## src/rtl/cfgport_pkg.sv

```systemverilog
package cfgport_pkg;

    localparam int FRAME_W = 18;
    localparam int BODY_W  = FRAME_W - 1;

    typedef enum logic [1:0] {
        PM_NORMAL = 2'd0,
        PM_SYNC   = 2'd1,
        PM_CRST   = 2'd2,
        PM_ASYNC  = 2'd3
    } pwr_mode_e;

    typedef enum logic [2:0] {
        ST_RUN,
        ST_SYNC_WAIT,
        ST_DOWN,
        ST_WAKE,
        ST_CNT_RST
    } pwr_state_e;

    // reference word, packed from frame bit 17 down to bit 1
    typedef struct packed {
        logic [2:0] ref_opt;
        logic [1:0] ld_sel;
        logic       phase_pol;
        logic       cp_tri;
        logic [9:0] ref_cnt;
    } rword_t;

    // feedback word, packed from frame bit 17 down to bit 1
    typedef struct packed {
        logic [9:0] b_cnt;
        logic [4:0] a_cnt;
        pwr_mode_e  pmode;
    } nword_t;

endpackage

```

## src/rtl/cfgport_shift.sv

```systemverilog
module cfgport_shift #(
    parameter int FRAME_W = 18
) (
    input  logic               clk,
    input  logic               rst_n,
    input  logic               ser_clk,
    input  logic               ser_data,
    input  logic               ser_latch,
    output logic [FRAME_W-1:0] frame,
    output logic               load_stb
);

    logic sclk_q;
    logic latch_q;
    logic sclk_rise;

    assign sclk_rise = ser_clk & ~sclk_q;
    assign load_stb  = ser_latch & ~latch_q;

    always_ff @(posedge clk) begin
        if (!rst_n) begin
            sclk_q  <= 1'b0;
            latch_q <= 1'b0;
            frame   <= '0;
        end else begin
            sclk_q  <= ser_clk;
            latch_q <= ser_latch;
            if (sclk_rise) begin
                frame <= {frame[FRAME_W-2:0], ser_data};
            end
        end
    end

    // the newest bit lands in bit 0
    p_shift_in_r1: assert property (@(posedge clk) disable iff (!rst_n)
        sclk_rise |=> frame[0] == $past(ser_data));

    // no serial edge, no frame change
    p_frame_hold_r12: assert property (@(posedge clk) disable iff (!rst_n)
        !sclk_rise |=> $stable(frame));

endmodule

```

## src/rtl/cfgport_regs.sv

```systemverilog
module cfgport_regs
    import cfgport_pkg::*;
#(
    parameter int FRAME_W = 18
) (
    input  logic               clk,
    input  logic               rst_n,
    input  logic [FRAME_W-1:0] frame,
    input  logic               load_stb,
    output rword_t             r_q,
    output nword_t             n_q
);

    logic sel_r;

    assign sel_r = frame[0];

    always_ff @(posedge clk) begin
        if (!rst_n) begin
            r_q <= '0;
            n_q <= '0;
        end else if (load_stb) begin
            if (sel_r) begin
                r_q <= rword_t'(frame[FRAME_W-1:1]);
            end else begin
                n_q <= nword_t'(frame[FRAME_W-1:1]);
            end
        end
    end

    // a reference load leaves the feedback word alone, and the reverse
    p_r_load_keeps_n_r2: assert property (@(posedge clk) disable iff (!rst_n)
        (load_stb && sel_r) |=> $stable(n_q));
    p_n_load_keeps_r_r2: assert property (@(posedge clk) disable iff (!rst_n)
        (load_stb && !sel_r) |=> $stable(r_q));
    // no strobe, no change
    p_no_strobe_r12: assert property (@(posedge clk) disable iff (!rst_n)
        !load_stb |=> ($stable(r_q) && $stable(n_q)));

endmodule

```

## src/rtl/cfgport_power.sv

```systemverilog
module cfgport_power
    import cfgport_pkg::*;
#(
    parameter int WAKE_CYCLES = 75
) (
    input  logic      clk,
    input  logic      rst_n,
    input  logic      chip_en,
    input  pwr_mode_e mode_field,
    input  logic      pump_active,
    output logic      blocks_on,
    output logic      div_hold
);

    localparam int CW = $clog2(WAKE_CYCLES + 1);
    localparam logic [CW-1:0] WAKE_LAST = CW'(WAKE_CYCLES - 1);

    pwr_state_e    state;
    pwr_state_e    state_n;
    pwr_mode_e     mode_eff;
    logic          pump_q;
    logic          pump_done;
    logic [CW-1:0] wake_cnt;

    assign mode_eff  = chip_en ? mode_field : PM_ASYNC;
    assign pump_done = pump_q & ~pump_active;

    always_comb begin
        state_n = state;
        unique case (state)
            ST_RUN: begin
                unique case (mode_eff)
                    PM_SYNC:  state_n = ST_SYNC_WAIT;
                    PM_CRST:  state_n = ST_CNT_RST;
                    PM_ASYNC: state_n = ST_DOWN;
                    default:  state_n = ST_RUN;
                endcase
            end
            ST_SYNC_WAIT: begin
                unique case (mode_eff)
                    PM_NORMAL: state_n = ST_RUN;
                    PM_CRST:   state_n = ST_CNT_RST;
                    PM_ASYNC:  state_n = ST_DOWN;
                    default:   state_n = pump_done ? ST_DOWN : ST_SYNC_WAIT;
                endcase
            end
            ST_DOWN: begin
                unique case (mode_eff)
                    PM_NORMAL: state_n = ST_WAKE;
                    PM_CRST:   state_n = ST_CNT_RST;
                    default:   state_n = ST_DOWN;
                endcase
            end
            ST_WAKE: begin
                unique case (mode_eff)
                    PM_NORMAL: state_n = (wake_cnt == WAKE_LAST) ? ST_RUN : ST_WAKE;
                    PM_CRST:   state_n = ST_CNT_RST;
                    default:   state_n = ST_DOWN;
                endcase
            end
            ST_CNT_RST: begin
                unique case (mode_eff)
                    PM_NORMAL: state_n = ST_RUN;
                    PM_CRST:   state_n = ST_CNT_RST;
                    default:   state_n = ST_DOWN;
                endcase
            end
            default: state_n = ST_RUN;
        endcase
    end

    // state register, pump history and wake counter
    always_ff @(posedge clk) begin
        if (!rst_n) begin
            state    <= ST_RUN;
            pump_q   <= 1'b0;
            wake_cnt <= '0;
        end else begin
            state  <= state_n;
            pump_q <= pump_active;
            if (state == ST_WAKE) begin
                wake_cnt <= wake_cnt + 1'b1;
            end else begin
                wake_cnt <= '0;
            end
        end
    end

    // outputs
    always_comb begin
        blocks_on = 1'b1;
        div_hold  = 1'b0;
        unique case (state)
            ST_RUN, ST_SYNC_WAIT: begin
                blocks_on = 1'b1;
                div_hold  = 1'b0;
            end
            ST_DOWN: begin
                blocks_on = 1'b0;
                div_hold  = 1'b1;
            end
            ST_WAKE, ST_CNT_RST: begin
                blocks_on = 1'b1;
                div_hold  = 1'b1;
            end
            default: begin
                blocks_on = 1'b1;
                div_hold  = 1'b0;
            end
        endcase
        if (mode_eff == PM_ASYNC) begin
            blocks_on = 1'b0;
            div_hold  = 1'b1;
        end else if (mode_eff == PM_CRST) begin
            div_hold = 1'b1;
        end
    end

    // powered-down blocks always have their dividers held
    p_off_holds_r6: assert property (@(posedge clk) disable iff (!rst_n)
        !blocks_on |-> div_hold);
    // without a completed pump pulse the deferred request keeps waiting
    p_sync_waits_r7: assert property (@(posedge clk) disable iff (!rst_n)
        (state == ST_SYNC_WAIT && !pump_done && mode_eff == PM_SYNC) |=> state == ST_SYNC_WAIT);
    // the wake counter stays inside its window and releases on its last count
    p_wake_bound_r8: assert property (@(posedge clk) disable iff (!rst_n)
        (state == ST_WAKE) |-> (wake_cnt <= WAKE_LAST));
    p_wake_release_r8: assert property (@(posedge clk) disable iff (!rst_n)
        (state == ST_WAKE && wake_cnt == WAKE_LAST && mode_eff == PM_NORMAL) |=> state == ST_RUN);
    // divider reset returns to normal in one clock
    p_crst_exit_r9: assert property (@(posedge clk) disable iff (!rst_n)
        (state == ST_CNT_RST && mode_eff == PM_NORMAL) |=> (state == ST_RUN && !div_hold));

endmodule

```

## src/rtl/synth_cfg_port.sv

```systemverilog
module synth_cfg_port
    import cfgport_pkg::*;
#(
    parameter int WAKE_CYCLES = 75
) (
    input  logic       clk,
    input  logic       rst_n,
    input  logic       ser_clk,
    input  logic       ser_data,
    input  logic       ser_latch,
    input  logic       chip_en,
    input  logic       pump_active,
    output logic [2:0] ref_opt,
    output logic [1:0] ld_sel,
    output logic       phase_pol,
    output logic [9:0] ref_count,
    output logic [9:0] b_count,
    output logic [4:0] a_count,
    output logic [1:0] pwr_mode,
    output logic       blocks_on,
    output logic       div_hold,
    output logic       cp_hiz
);

    logic [FRAME_W-1:0] frame;
    logic               load_stb;
    rword_t             r_q;
    nword_t             n_q;

    cfgport_shift #(.FRAME_W(FRAME_W)) u_shift (
        .clk       (clk),
        .rst_n     (rst_n),
        .ser_clk   (ser_clk),
        .ser_data  (ser_data),
        .ser_latch (ser_latch),
        .frame     (frame),
        .load_stb  (load_stb)
    );

    cfgport_regs #(.FRAME_W(FRAME_W)) u_regs (
        .clk      (clk),
        .rst_n    (rst_n),
        .frame    (frame),
        .load_stb (load_stb),
        .r_q      (r_q),
        .n_q      (n_q)
    );

    cfgport_power #(.WAKE_CYCLES(WAKE_CYCLES)) u_power (
        .clk         (clk),
        .rst_n       (rst_n),
        .chip_en     (chip_en),
        .mode_field  (n_q.pmode),
        .pump_active (pump_active),
        .blocks_on   (blocks_on),
        .div_hold    (div_hold)
    );

    assign ref_opt   = r_q.ref_opt;
    assign ld_sel    = r_q.ld_sel;
    assign phase_pol = r_q.phase_pol;
    assign ref_count = r_q.ref_cnt;
    assign b_count   = n_q.b_cnt;
    assign a_count   = n_q.a_cnt;
    assign pwr_mode  = n_q.pmode;
    assign cp_hiz    = r_q.cp_tri | ~blocks_on;

    // a disabled pump is never left driving
    p_off_hiz_r10: assert property (@(posedge clk) disable iff (!rst_n)
        !blocks_on |-> cp_hiz);
    // chip enable low forces power-down
    p_ce_low_r6: assert property (@(posedge clk) disable iff (!rst_n)
        !chip_en |-> (!blocks_on && div_hold));

endmodule

```

## config.mk

```make
export PLATFORM = sky130hd
export DESIGN_NAME = synth_cfg_port
export DESIGN_NICKNAME = d
export VERILOG_FILES = /design/src/rtl/cfgport_pkg.sv /design/src/rtl/cfgport_shift.sv /design/src/rtl/cfgport_regs.sv /design/src/rtl/cfgport_power.sv /design/src/rtl/synth_cfg_port.sv
export SDC_FILE = /design/constraint.sdc
export NUM_CORES = 1
export LEC_CHECK = 0
export ABC_AREA = 1
export BUFFER_PORTS_ARGS = -buffer_cell sky130_fd_sc_hd__buf_2
export CORE_ASPECT_RATIO = 2
export CORE_MARGIN = 1
export CORE_UTILIZATION = 50
export CTS_BUF_LIST = sky130_fd_sc_hd__clkbuf_8
export DETAILED_ROUTE_END_ITERATION = 10
export GPL_ROUTABILITY_DRIVEN = 0
export PLACE_DENSITY = 0.78
export SLEW_MARGIN = 20
export SYNTH_ARGS = -nofsm -noshare
export SYNTH_HDL_FRONTEND = slang
export SYNTH_SLANG_ARGS = --single-unit
```

## constraint.sdc

```tcl
create_clock -name clk -period 2.3 [get_ports clk]
set_input_delay 0.46 -clock clk [delete_from_list [all_inputs] [get_ports clk]]
set_output_delay 0.46 -clock clk [all_outputs]
set_load 0.005 [all_outputs]
```

# Word-level counts from Yosys, hierarchy flattened

Index checks and enable logic that the tools add are counted.

Register bits after elaboration: 65
Bits of input ports: 7
Output and inout port bits: 36
Logic and storage cells: 52

Add/sub/neg operators: 1
Equal/unequal tests: 8
Muxes and demuxes: 14
Bitwise operators: 9
Reductions and logical operators: 6

Operators by type and width:

| operator                                                         | number |
|---|---|
| 3-bit one-hot mux with 2 select lines                            | 3 |
| 3-bit one-hot mux with 3 select lines                            | 2 |
| 3-bit one-hot mux with 5 select lines                            | 1 |
| 7-bit by 1-bit adder with 7-bit output (second input constant)   | 1 |
| 7-bit == test (second input constant)                            | 1 |
| 3-bit by 2-bit == test with 1-bit output (second input constant) | 2 |
| 2-bit two-way mux                                                | 3 |
| 2-bit AND reduction                                              | 3 |
| 1-bit two-way mux                                                | 5 |
| 1-bit NOT                                                        | 5 |
| 2-bit == test (second input constant)                            | 2 |
| 1-bit bitwise AND                                                | 3 |
| 3-bit by 1-bit == test with 1-bit output (second input constant) | 1 |
| 3-bit == test (second input constant)                            | 1 |
| 3-bit zero test                                                  | 1 |
| 3-bit OR reduction                                               | 1 |
| 2-bit by 1-bit == test with 1-bit output (second input constant) | 1 |
| 2-bit zero test                                                  | 1 |
| 1-bit bitwise OR                                                 | 1 |

# Logic depth before layout (Yosys ltp)

Gate-level depths: netlist of run 1.

Depth in word-level cells: 5
Gate-level depth with buffers: 9
Mapped depth without buffers: 9

# Hierarchy

From an unflattened synthesis of run 1, not the netlist that was laid out.

Cell total of the unflattened synthesis: 399
Area, all modules: 2955.3 um2

Modules (own cells, without submodules):

| module         | times used | cells each | area an instance (um2) | seq. area each (um2) |
|---|---|---|---|---|
| cfgport_regs   | 1          | 186        | 1438.9                 | 680.7 |
| cfgport_shift  | 1          | 125        | 928.4                  | 400.4 |
| cfgport_power  | 1          | 86         | 580.6                  | 220.2 |
| synth_cfg_port | 1          | 2          | 7.5                    | 0.0 |

# Worst setup path before layout of run 1

OpenSTA, ideal clock, no wires.

Path type: input to output
From: input chip_en
To: output cp_hiz
Arrival time: 0.904 ns
Data required time: 1.840 ns
Slack: 0.936 ns
Stages: 5
Buffers on the path: 0
Cell sequence: inv_1 -> nor2_2 -> o21ai_0 -> inv_1 -> nand2_1

Word-level cells in the longest chain between the ends: 5

Ends and longest elaborated chain:

| element           | line                 | RTL |
|---|---|---|
| start, declared   | synth_cfg_port.sv:11 | `input logic chip_en,` |
| 2-bit two-way mux | cfgport_power.sv:25  | `assign mode_eff = chip_en ? mode_field : PM_ASYNC;` |
| 2-bit == test     | cfgport_power.sv:111 | `if (mode_eff == PM_ASYNC) begin` |
| 1-bit two-way mux | cfgport_power.sv:111 |  |
| net blocks_on     | synth_cfg_port.sv:20 | `output logic blocks_on,` |
| 1-bit NOT         | synth_cfg_port.sv:66 | `assign cp_hiz = r_q.cp_tri \| ~blocks_on;` |
| 1-bit bitwise OR  | synth_cfg_port.sv:66 |  |
| end, declared     | synth_cfg_port.sv:22 | `output logic cp_hiz` |

The timed path passes the listed nets, and every way through them passes these cells.

# Worst setup path in the final report of run 1

From: register u_power.state[1]
To: output cp_hiz

Word-level cells in the longest chain between the ends: 5

Ends and longest elaborated chain:

| element                                  | line                 | RTL |
|---|---|---|
| start, declared                          | cfgport_power.sv:18  | `pwr_state_e state;` |
| start signal, assigned                   | cfgport_power.sv:79  | `state <= state_n;` |
| 3-bit by 2-bit == test with 1-bit output | cfgport_power.sv:93  | `unique case (state)` |
| 1-bit two-way mux                        | cfgport_power.sv:93  |  |
| 1-bit two-way mux                        | cfgport_power.sv:111 |  |
| 1-bit NOT                                | synth_cfg_port.sv:66 |  |
| 1-bit bitwise OR                         | synth_cfg_port.sv:66 |  |

Every way passes these cells.

==> flow_summary.json, run 1 <==
{
  "crit_start": "u_power.state[1]",
  "max_freq_ghz": 0.5790,
  "clk_pin_slew_ns": 0.06,
  "status": "completed",
  "ys_seq_elements": 65,
  "drive_gt1_frac": 0.2314,
  "worstPathRequired_ns": 1.84,
  "netlist_area_mm2": 0.002696,
  "maxSlewViolCount": 0,
  "diodes": 0,
  "ys_seq_area_frac": 0.4826,
  "drtIter0Drc": 29,
  "rsz0062_at_grt": "false",
  "core_area_mm2": 0.005185,
  "max-slew-margin-rel": 0.6065,
  "cp-end-kind": "output pin",
  "antenna_found_initial": 0,
  "postCtsSetupBuffers": 0,
  "netlist.area_leader.share": 0.4826,
  "hold_viol": 0,
  "swShare": 0.2445,
  "cp_cell_sequence": "inv_1 > nor2_2 > nand2_1 > o21ai_0 > inv_1 > nand2_1 > buf_2",
  "clkLatencyLatePin_ns": 0.33,
  "pin_count": 43,
  "setup_viol": 0,
  "finalWorstPathRequiredPeriod_ns": 1.727,
  "total_leakage_power_nw": 1.302,
  "synthTopCellsByArea": "dfxtp_1 48%, inv_1 7.0%, nor2_1 6.7%, o21ai_0 5.4%, a21oi_1 5.0%",
  "wirelength_um": 4790,
  "slowest_stage": "dfxtp_1",
  "grt_usage": 0.1862,
  "startpoint_type": "flip-flop",
  "pwr-share-seq": 0.521,
  "netlist_instances": 333,
  "post_drt_wl_per_cell_um": 11.38,
  "syn_to_final_growth_pct": 9.374,
  "cp_data_arrival_time_ns": 1.27,
  "fillers": 498,
  "crit_fanout": 4,
  "portBuffers": 42,
  "num_rows": 37,
  "p_switching_mw": 0.5856,
  "synth-async-reset-ratio": 0,
  "period_share": 0.7510,
  "initial_core_util": 0.5200,
  "grt_pass1_wl_um": 7741,
  "maxCapViolCount": 0,
  "critPathTopFamily": "flip-flops",
  "vias_per_cell": 4.952,
  "min_from": "pump_active",
  "die_h_um": 105.9,
  "fin_nets": 367,
  "synth_edf_count": 0,
  "synth_top_cell_by_area": "dfxtp_1",
  "cts_tree": "done",
  "grt_max_degree": 35,
  "fin_area_mm2": 0.002949,
  "drcViolationCount": 0,
  "avgSynthCellArea_um2": 8.097,
  "cts-hold-fix-buffers": 0,
  "post_dp_cell_area_mm2": 0.002760,
  "path_buf_inv": 3,
  "ys_warn_count": 0,
  "r2r-start": "u_shift.frame[0]",
  "firstDrtPassIters": 4,
  "holdCritPathClass": "in -> reg",
  "synth-main-ff-cell": "dfxtp_1",
  "htreeDepth": 3,
  "dieArea_mm2": 0.005708,
  "ant_nets": 0,
  "p_int_mw": 1.810,
  "critPathMaxStageDelay_ns": 0.40,
  "syn_nets": 342,
  "synth_cell_types": 26,
  "comb_power_share": 0.103,
  "path_class": "reg -> out",
  "final_common_cell": "dfxtp_1",
  "worst_pin_slew_ns": 0.5895,
  "die_w_um": 53.93,
  "grt_overflow_total": 0,
  "layout_common_cells": "65 x dfxtp_1, 53 x inv_1, 48 x nor2_1",
  "ir_worst_vdd_v": 0.0005406,
  "skew_ns": 0.007145,
  "grt_pass1_vias": 1842,
  "power_density_mw_per_mm2": 812.2,
  "cts-buffers-inserted": 9,
  "root_buffer": "clkbuf_8",
  "clk_path_buf_depth": 2,
  "cts-resized-gates": 0,
  "tns_ns": 0,
  "p_clk_frac": 0.376,
  "vias": 2085,
  "hpwl_um": 3388,
  "clock_sinks": 65
}
-- synthesized netlist by cell type, types with 4 or more instances --
library cell	instances
nand2_1	16
a21oi_1	27
buf_4	18
o21ai_0	29
nor2_2	6
dfxtp_1	65
buf_6	6
buf_2	4
a21oi_2	11
inv_1	50
nand3_1	8
o21ai_1	26
nor2_1	48
-- flip-flops by register name, indices dropped and copies added (netlist names) --
register and count:
u_regs.n_q 17, u_power.pump_q 1, u_shift.latch_q 1, u_shift.sclk_q 1, u_power.state 3, u_regs.r_q 17
u_power.wake_cnt 7, u_shift.frame 18
-- cell type report --
cell class	count	area [um^2]	area share
Clock inverter	6	51.30	0.01739
Timing Repair Buffer	43	217.7	0.07382
Multi-Input combinational cell	185	963.4	0.3267
Inverter	54	205.2	0.06958
Sequential cell	65	1301	0.4412
Tap cell	58	72.57	0.02461
Clock buffer	10	137.6	0.04667
-- logic make-up after synthesis --
| family | count (synthesis) | share of synthesized area |
|---|---|---|
| AOI/OAI and AO/OA | 94 | 0.1912 |
| buffers and inverters | 83 | 0.1601 |
| xor gates and xnor gates | 2 | 0.006498 |
| and+or+nand+nor | 87 | 0.1504 |
| DFF | 65 | 0.4826 |
| adders and majority gates | 2 | 0.009279 |
-- power by group through the flow --
stage | sequential [mW] | combinational (mW) | clock [mW]
floorplan | 1.26 | 0.202 | 0
global placement | 1.27 | 0.243 | 0
detailed placement | 1.27 | 0.249 | 0
CTS | 1.25 | 0.251 | 0.922
global route | 1.26 | 0.285 | 0.975
finish | 1.25 | 0.247 | 0.901
-- routing by layer --
metal,share of wire,global-route usage,vias to the layer above
li1,-,-,1097
met1,0.42,0.2055,942
met2,0.52,0.3034,37
met3,0.037,0.05339,9
met4,0.024,0.1015,0
met5,0,0,-
-- worst register-to-register path: stages (launching register included) --
cell and delay [ns]:
dfxtp_1 0.39, nand3_2 0.49, o21ai_0 0.36, a21oi_1 0.06
-- path summary, 6_finish.rpt --
kind	to	slack (ns)	cells after the start
max	cp_hiz	0.57	7
min	u_power.pump_q	0.32	3
max reg2reg	u_regs.r_q[0]	0.86	3
min reg2reg	u_regs.r_q[6]	0.44	2
-- metrics by stage --
stage / instances / power [mW] / hold slack [ns] / util / setup slack, ns
2_1_floorplan: 333 / 1.464 / 0.4234 / - / 0.9364
4_1_cts: 421 / 2.420 / 0.3131 / 0.5688 / 0.5608
3_3_place_gp: 405 / 1.513 / 0.4322 / 0.5323 / 0.7176
5_1_grt: 421 / 2.516 / 0.3250 / 0.5688 / 0.3537
3_5_place_dp: 405 / 1.521 / 0.4349 / 0.5323 / 0.6698
6_report: 421 / 2.395 / 0.3206 / 0.5688 / 0.5728
No activity file was read; power rests on OpenSTA's default activity.
==> run 2, diff against run 1 <==
==> constraint.sdc (replaced) <==
create_clock -name clk -period 1.75 [get_ports clk]
set_input_delay 0.35 -clock clk [delete_from_list [all_inputs] [get_ports clk]]
set_output_delay 0.35 -clock clk [all_outputs]
set_load 0.005 [all_outputs]
==> run 2 against run 1 <==
Compared with the run above:
- cell count up 0.48%
- critical endpoint unchanged
- critical path type unchanged
- largest cell class unchanged
- combinational power is 38% higher
- register-to-register slack lost 0.40 ns
- clock power increased by 49%
==> flow_summary.json, run 2 (same netlist as run 1, synthesis figures left out) <==
{
  "cp_cell_sequence": "nor2_2 > o21ai_0 > inv_1 > nand2_1 > buf_2",
  "regArea_mm2": 0.001303,
  "regMostFlops": "u_shift.frame",
  "clk_path_buf_depth": 2,
  "largest_reg_flops": 18,
  "hold_viol": 0,
  "cts-buffers-inserted": 9,
  "dieArea_mm2": 0.005708,
  "comb_power_share": 0.103,
  "met1_length_um": 2153,
  "p_int_mw": 2.529,
  "grt_pass1_vias": 1897,
  "setup_viol": 0,
  "status": "completed",
  "drive_gt1_frac": 0.2411,
  "tns_ns": 0,
  "worst_pin_slew_ns": 0.4430,
  "vias": 2120,
  "max-slew-margin-rel": 0.7047,
  "initial_core_util": 0.5200,
  "drcViolationCount": 0,
  "critPathMaxStageDelay_ns": 0.37,
  "met3_length_um": 201,
  "diodes": 0,
  "clkLatencyLatePin_ns": 0.33,
  "multi_input_area_um2": 968.4,
  "grt_overflow_total": 0,
  "grt_usage": 0.1918,
  "post_drt_wl_per_cell_um": 11.95,
  "path_class": "reg -> out",
  "ant_nets": 0,
  "period_share": 0.9275,
  "clk_pin_slew_ns": 0.06,
  "antenna_found_initial": 0,
  "grt_pass1_wl_um": 7983,
  "core_area_mm2": 0.005185,
  "max_freq_ghz": 0.6161,
  "instances_no_fill": 423,
  "root_buffer": "clkbuf_8",
  "hold_path_depth": 3,
  "top_regs": "u_shift.frame x18, u_regs.n_q x17, u_regs.r_q x17",
  "vias_per_cell": 5.012,
  "fin_nets": 370,
  "worstPathRequired_ns": 1.40,
  "fin_area_mm2": 0.002999,
  "total_leakage_power_nw": 1.322,
  "reg2reg_depth": 3,
  "swShare": 0.2375,
  "die_w_um": 53.93,
  "wirelength_um": 5054,
  "syn_to_final_growth_pct": 11.23,
  "hpwl_um": 3529,
  "firstDrtPassIters": 5,
  "portBuffers": 42,
  "slowest_stage": "dfxtp_1",
  "cts_tree": "done",
  "clock_sinks": 65,
  "maxSlewViolCount": 0,
  "top_layer_used": "met4",
  "cp-end-kind": "output pin",
  "p_clk_frac": 0.403,
  "pwr-share-seq": 0.495,
  "p_switching_mw": 0.7877,
  "num_rows": 37,
  "pin_count": 43,
  "holdCritPathClass": "in -> reg",
  "dp.cells": 408,
  "drtIter0Drc": 58,
  "cp_data_arrival_time_ns": 1.27,
  "ir_worst_vdd_v": 0.0006858,
  "post_dp_cell_area_mm2": 0.002783,
  "finalWorstPathRequiredPeriod_ns": 1.623,
  "htreeDepth": 3,
  "rsz0062_at_grt": "false",
  "fillers": 498,
  "postCtsSetupBuffers": 0,
  "power_density_mw_per_mm2": 1106,
  "layout_common_cells": "64 x dfxtp_1, 52 x inv_1, 48 x nor2_1",
  "holdWs_ns": 0.2160,
  "startpoint_type": "flip-flop",
  "met2WireLength_um": 2619,
  "maxCapViolCount": 0,
  "skew_ns": 0.005338,
  "crit_fanout": 5,
  "grt_max_degree": 35,
  "final_common_cell": "dfxtp_1",
  "die_h_um": 105.9
}
==> run 2: per-layer routing <==
metal | vias to the layer above | track usage
li1 | 1101 | -
met1 | 965 | 0.2060
met2 | 46 | 0.3263
met3 | 8 | 0.05483
met4 | 0 | 0.08647
met5 | - | 0
==> run 2: power by group through the flow <==
stage	sequential, mW	combinational [mW]	clock [mW]
2_1_floorplan	1.66	0.266	0
3_3_place_gp	1.67	0.326	0
3_5_place_dp	1.67	0.338	0
4_1_cts	1.64	0.339	1.36
5_1_grt	1.65	0.386	1.43
6_report	1.64	0.340	1.34
==> run 2: final timing paths <==
check	start	to	slack (ns)
worst max-delay path	u_regs.n_q[0]	cp_hiz	0.13
worst min register to register	u_regs.r_q[6]	u_regs.r_q[6]	0.44
worst min-delay path	pump_active	u_power.pump_q	0.22
worst max register to register	u_shift.frame[0]	u_regs.n_q[7]	0.46
==> run 2: metrics by stage <==
step / power [mW] / utilization / worst slack (ns)
floorplan: 1.924 / - / 0.6013
global placement: 1.995 / 0.5367 / 0.4182
detailed placement: 2.009 / 0.5367 / 0.3863
CTS: 3.344 / 0.5772 / 0.06934
global route: 3.467 / 0.5784 / 0.01332
finish: 3.316 / 0.5784 / 0.1270
==> run 2: layout make-up <==
type / instances / share of cell area
multi-input cells: 185 / 0.3229
inverters: 54 / 0.06842
clock buffers: 10 / 0.04589
clock inverters: 5 / 0.02420
repair buffers: 46 / 0.08010
flip-flops and latches: 65 / 0.4343
well taps: 58 / 0.02420
==> run 2: critical path: cells and delay by family, from the launching register on <==
family,cells,cell delay (ns)
DFF,1,0.37
and+or+nand+nor,2,0.28
AOI/OAI and AO/OA,1,0.11
buffers and inverters,2,0.19
==> run 2: timing repair <==
action	CTS	global route
setup endpoints to repair	0	2
endpoints found under the hold margin	0	0
hold buffers	0	0
resized for setup	0	2
